**src/rtl/pfmt_pkg.sv**
```systemverilog
package pfmt_pkg;

  typedef enum logic [1:0] {
    DEPTH_FULL     = 2'b00,
    DEPTH_LOW      = 2'b01,
    DEPTH_MID      = 2'b10,
    DEPTH_FULL_ALT = 2'b11
  } depth_e;

  // Swap control bit positions in the control byte
  localparam int SW_ODD_GB  = 2;
  localparam int SW_ODD_RG  = 3;
  localparam int SW_EVEN_GB = 4;
  localparam int SW_EVEN_RG = 5;

  // 2x2 ordered threshold, indexed by {frame parity, column parity}
  function automatic logic [1:0] dither_level(input logic frame_par, input logic col_par);
    logic [1:0] lvl;
    case ({frame_par, col_par})
      2'b00:   lvl = 2'd0;
      2'b01:   lvl = 2'd2;
      2'b10:   lvl = 2'd3;
      default: lvl = 2'd1;
    endcase
    return lvl;
  endfunction

endpackage

```
**src/rtl/pfmt_depth.sv**
```systemverilog
// One colour: optional dither, saturation, truncation
module pfmt_depth #(
  parameter int CW    = 10,
  parameter int MID_W = 8,
  parameter int LOW_W = 6
) (
  input  logic [CW-1:0]     c_in,
  input  pfmt_pkg::depth_e  mode,
  input  logic              dith_en,
  input  logic [1:0]        level,
  output logic [CW-1:0]     c_out
);
  localparam int DROP_MID = CW - MID_W;
  localparam int DROP_LOW = CW - LOW_W;

  logic [CW-1:0] thr;
  logic [CW-1:0] keep_mask;
  logic [CW:0]   sum;
  logic [CW-1:0] sat;

  always_comb begin
    thr       = '0;
    keep_mask = '1;
    case (mode)
      pfmt_pkg::DEPTH_MID: begin
        keep_mask = {CW{1'b1}} << DROP_MID;
        thr       = CW'(level) << (DROP_MID - 2);
      end
      pfmt_pkg::DEPTH_LOW: begin
        keep_mask = {CW{1'b1}} << DROP_LOW;
        thr       = CW'(level) << (DROP_LOW - 2);
      end
      default: begin
        keep_mask = '1;
        thr       = '0;
      end
    endcase
    sum   = {1'b0, c_in} + {1'b0, (dith_en ? thr : {CW{1'b0}})};
    sat   = sum[CW] ? {CW{1'b1}} : sum[CW-1:0];
    c_out = sat & keep_mask;
  end
endmodule

```
**src/rtl/pfmt_swap.sv**
```systemverilog
// Component exchange: red/green first, then green/blue
module pfmt_swap #(
  parameter int CW = 10
) (
  input  logic [3*CW-1:0] d,
  input  logic            rg_en,
  input  logic            gb_en,
  output logic [3*CW-1:0] q
);
  logic [CW-1:0] r0, g0, b0, r1, g1, g2, b2;

  always_comb begin
    r0 = d[3*CW-1:2*CW];
    g0 = d[2*CW-1:CW];
    b0 = d[CW-1:0];
    r1 = rg_en ? g0 : r0;
    g1 = rg_en ? r0 : g0;
    g2 = gb_en ? b0 : g1;
    b2 = gb_en ? g1 : b0;
    q  = {r1, g2, b2};
  end
endmodule

```
**src/rtl/pfmt_router.sv**
```systemverilog
// Registered two-channel output stage
module pfmt_router #(
  parameter int PW = 30
) (
  input  logic          clk,
  input  logic          rst,
  input  logic          valid,
  input  logic          to_even,
  input  logic [PW-1:0] pix,
  output logic          odd_valid,
  output logic [PW-1:0] odd_pix,
  output logic          even_valid,
  output logic [PW-1:0] even_pix
);
  always_ff @(posedge clk) begin
    if (rst) begin
      odd_valid  <= 1'b0;
      even_valid <= 1'b0;
      odd_pix    <= '0;
      even_pix   <= '0;
    end else begin
      odd_valid  <= valid & ~to_even;
      even_valid <= valid & to_even;
      if (valid & ~to_even) odd_pix  <= pix;
      if (valid & to_even)  even_pix <= pix;
    end
  end
endmodule

```
**src/rtl/panel_pixel_formatter.sv**
```systemverilog
module panel_pixel_formatter #(
  parameter int CW    = 10,
  parameter int MID_W = 8,
  parameter int LOW_W = 6
) (
  input  logic            clk,
  input  logic            rst,
  input  logic            in_valid,
  input  logic            in_odd,
  input  logic            in_col_par,
  input  logic            in_frame_par,
  input  logic [3*CW-1:0] in_pix,
  input  logic [1:0]      cfg_depth,
  input  logic [7:0]      cfg_ctrl,
  input  logic            cfg_dual,
  input  logic            cfg_port_swap,
  input  logic            cfg_dither,
  output logic            odd_valid,
  output logic [3*CW-1:0] odd_pix,
  output logic            even_valid,
  output logic [3*CW-1:0] even_pix
);
  localparam int NCOL = 3;
  localparam int PW   = NCOL * CW;

  logic [1:0]    level;
  logic [PW-1:0] reduced;
  logic [PW-1:0] swapped;
  logic          rg_sel, gb_sel, to_even;

  assign level = pfmt_pkg::dither_level(in_frame_par, in_col_par);

  genvar gi;
  generate
    for (gi = 0; gi < NCOL; gi++) begin : g_col
      pfmt_depth #(.CW(CW), .MID_W(MID_W), .LOW_W(LOW_W)) u_depth (
        .c_in    (in_pix[gi*CW +: CW]),
        .mode    (pfmt_pkg::depth_e'(cfg_depth)),
        .dith_en (cfg_dither),
        .level   (level),
        .c_out   (reduced[gi*CW +: CW])
      );
    end
  endgenerate

  // Swaps follow the pixel's own parity, before the port exchange
  assign rg_sel = in_odd ? cfg_ctrl[pfmt_pkg::SW_ODD_RG] : cfg_ctrl[pfmt_pkg::SW_EVEN_RG];
  assign gb_sel = in_odd ? cfg_ctrl[pfmt_pkg::SW_ODD_GB] : cfg_ctrl[pfmt_pkg::SW_EVEN_GB];

  pfmt_swap #(.CW(CW)) u_swap (
    .d     (reduced),
    .rg_en (rg_sel),
    .gb_en (gb_sel),
    .q     (swapped)
  );

  // Destination: even channel only in dual mode
  assign to_even = cfg_dual & (~in_odd ^ cfg_port_swap);

  pfmt_router #(.PW(PW)) u_router (
    .clk        (clk),
    .rst        (rst),
    .valid      (in_valid),
    .to_even    (to_even),
    .pix        (swapped),
    .odd_valid  (odd_valid),
    .odd_pix    (odd_pix),
    .even_valid (even_valid),
    .even_pix   (even_pix)
  );
endmodule

```
**config.mk**
```make
export PLATFORM = sky130hd
export DESIGN_NAME = panel_pixel_formatter
export DESIGN_NICKNAME = d
export VERILOG_FILES = /design/src/rtl/pfmt_pkg.sv /design/src/rtl/pfmt_depth.sv /design/src/rtl/pfmt_swap.sv /design/src/rtl/pfmt_router.sv /design/src/rtl/panel_pixel_formatter.sv
export SDC_FILE = /design/constraint.sdc
export NUM_CORES = 1
export LEC_CHECK = 0
export ABC_AREA = 1
export BUFFER_PORTS_ARGS = -buffer_cell sky130_fd_sc_hd__buf_4
export CORE_UTILIZATION = 50
export CTS_CLUSTER_DIAMETER = 120
export CTS_CLUSTER_SIZE = 25
export DETAILED_ROUTE_END_ITERATION = 12
export PLACE_DENSITY = 0.85
export SYNTH_ARGS = -nofsm -noshare
export SYNTH_HDL_FRONTEND = slang
export SYNTH_HIERARCHICAL = 1
export SYNTH_SLANG_ARGS = --single-unit
```
**constraint.sdc**
```tcl
create_clock -name clk -period 7.09 [get_ports clk]
set_input_delay 0.3545 -clock clk [delete_from_list [all_inputs] [get_ports clk]]
set_output_delay 0.3545 -clock clk [all_outputs]
set_load 0.05 [all_outputs]
```
==> reports/results.txt <==
FF-to-FF path depth: 2
Power Internal: 714 uW
Die X: 97.7 um
hold_ws: 428 ps
clock share of power: 0.344
share of the synthesized area in the top cell type: 0.271
Worst VDD drop: 0.113 mV
Syn-to-layout area delta: 21.2%
outcome: complete, but fails checks
cell area after synthesis: 4580 um2
CTS H-Tree Depth: 3
multiplexer share of the synthesized area: 0
Post-Syn Nets: 823
vias in the first global route: 4384
I/O Pins: 111
initial DRC count: 347
FF-to-FF End: u_router/even_pix[12]
dpl cell area: 5310 um2
final core utilization: 0.630
Post-Syn Area per Cell: 6.12 um2
post-CTS resize count: 0
Net Sw Frac: 0.344
Hold Path Depth: 2
Starting Density: 0.520
worst-path maximum fanout: 9
Routed Antenna Nets: 0
CTS Root Cell: clkbuf_8
DR vias: 4904
total die area: 9540 um2
combinational power share: 0.303
fin. max-slew vios: 0
P_sw: 373 uW
Seq/Total Area, Yosys: 0.271
critical path startpoint category: input port
dominant cells by area after synthesis: dfxtp_1 27%, nand2_1 16%, nand3_1 14%, inv_1 9.5%, ha_1 6.3%
Critical Path End Type: flop
gpl congestion: 0.892
min-delay src: rst
Hold Vio Cnt, Final: 0
P_leak: 2.98 nW
Vias per Instance: 5.19
Die Y: 97.7 um
worst slew pin tran: 942 ps
dpl hpwl: 8660 um
failing checks: design-rule violations
# setup viols final: 0
Synth top cells by count: 198 x nand2_1, 127 x nand3_1, 116 x inv_1
maximum number of pins on one net before global-route repair: 63
total negative slack: 0 ps
CTS Buffer Depth: 2
post-synthesis xor/xnor area fraction: 0.00574
count leader, synth: nand2_1
Total GRT Usage: 0.250
CTS tree: built
Post-route DRC: 16
Synth area leader: dfxtp_1
Worst Skew: 0 ps
Rel. slew slack: 0.371
Placed Instances: 929
DRT Wirelength: 11600 um
post-CTS setup buffers: 0
clock latency at the later pin of the worst-skew pair: 330 ps
WS Path Type: in2reg
GR Overflow Total: 0
Compound-Gate Fraction of Synth Area: 0.0667
hold buffers post-CTS: 0
clk slew on worst S/H paths: 60 ps
Fill cells: 851
Yosys warnings: 6
initial antenna violation count: 0
Synth Area in Simple Gates: 0.437
first-pass GRT wire length: 19400 um
largest family of logic cells by synthesized area: simple AND/OR/NAND/NOR gates
Adder-Cell Fraction of Synth Area: 0.0760
worst hold path endpoint: u_router/even_valid
Routed WL per cell: 12.3 um
ys flop type: dfxtp_1
Post-synth ARST share: 0
Req. time, crit path: 7360 ps
Post-synth EDFFs: 0
core outline area: 8810 um2
power per cell area: 196 nW/um2
flops & latches, synth: 62
power share of the sequential group: 0.352
drt pass-1 iters: 9
CTS sink count: 62
max_cap viols: 0
min cycle time layout: 2890 ps
post-route cell area: 5550 um2
Port Buffer Count: 106
CTS Buf Count: 9
CP arrival: 3160 ps
period utilization: 0.408
RSZ-0062 raised after global routing: false
Max Clock Freq: 346 MHz
Final Non-Filler Cells: 944
Site Rows: 34
Reg2Reg Launch Point: u_router/even_pix[12]
Post-Synthesis Cells: 748
Reg2Reg Setup Slack: 6420 ps
Hold WC Path Type: in2reg
Yosys cell types: 26
fin nets: 907
share of cells above drive strength 1: 0.177
# diodes: 0
worst max path at each step:
stage	to	start	cells past startpoint	slack, ps
finish	u_router/odd_pix[22]	in_col_par	17	4200
CTS	u_router/odd_pix[21]	in_col_par	17	4260
global route	u_router/odd_pix[22]	in_col_par	17	3880
detailed placement	u_router/odd_pix[21]	in_col_par	17	3910
floorplan	u_router/odd_pix[18]	in_col_par	19	4560
global placement	u_router/odd_pix[22]	in_col_par	17	3960
power groups by stage:
stage	clock, mW	combinational (mW)	sequential, mW
2_1_floorplan	0	0.158	0.466
3_3_place_gp	0	0.322	0.390
3_5_place_dp	0	0.325	0.391
4_1_cts	0.378	0.327	0.383
5_1_grt	0.393	0.362	0.385
6_report	0.374	0.330	0.383
cell families (layout without fill, tap and decap cells):
kind of cell	after synthesis	after routing
AO/OA/AOI/OAI	61	61
XOR/XNOR	3	3
adder cells (fa/ha/maj)	26	26
buffers and inverters	154	242
flip-flops	62	62
AND/OR/NAND/NOR	442	442
layout make-up:
type                            instances  area, um2  share of cell area
Clock buffer                           11        141              0.0255
Clock inverter                          4       95.1              0.0171
Inverter                              120        450              0.0812
Multi-Input combinational cell        532       2680               0.483
Sequential cell                        62       1240               0.224
Tap cell                              108        135              0.0244
Timing Repair Buffer                  107        803               0.145
flip-flops by register name (all words and copies together), names as in the netlist:
| signal | cells |
|---|---|
| u_router/even_pix | 30 |
| u_router/odd_pix | 30 |
| u_router/even_valid | 1 |
| u_router/odd_valid | 1 |
metal layers:
metal	up-vias	global-route usage	routed length (um)
met5	-	0	0
met4	0	0.0793	177
met3	16	0.0489	782
met2	170	0.430	5440
met1	2198	0.313	5200
li1	2520	-	-
critical path, stage by stage:
cell and delay [ps]:
buf_4 80, inv_1 30, ha_1 280, inv_1 100, inv_1 60, nor4_1 470
fa_1 320, nand3_2 140, nand2_2 160, nand4_4 150, a21oi_1 190, inv_1 80
o21ai_0 410, inv_1 90, nand3_1 80, nand2_1 60, nor2_1 110
cells in the final DEF (no fill, tap or decap):
master | synthesis | layout
ha_1 | 23 | 23
dfxtp_1 | 62 | 62
clkbuf_1 | 3 | 1
inv_1 | 116 | 116
nor2_2 | 0 | 1
nand2_1 | 198 | 198
nor2_4 | 4 | 4
o21ai_0 | 13 | 13
xnor2_1 | 3 | 3
buf_4 | 6 | 107
nand3b_1 | 1 | 1
nand3_2 | 3 | 3
nor3_1 | 7 | 7
clkinv_2 | 0 | 1
nand4_1 | 6 | 6
nor4_1 | 6 | 6
bufinv_16 | 0 | 3
nor2_1 | 72 | 71
nand3_1 | 127 | 127
nand4_4 | 3 | 3
inv_2 | 4 | 4
a21oi_1 | 48 | 48
fa_1 | 3 | 3
or2_2 | 1 | 1
or2_1 | 3 | 3
clkbuf_8 | 0 | 10
nand2_2 | 11 | 11
through the flow:
stage | setup WS (ps) | power, mW
5_1_grt | 3880 | 1.14
3_3_place_gp | 3960 | 0.712
3_5_place_dp | 3910 | 0.716
4_1_cts | 4260 | 1.09
6_report | 4200 | 1.09
2_1_floorplan | 4560 | 0.624
(Power assumes the default switching activity.)
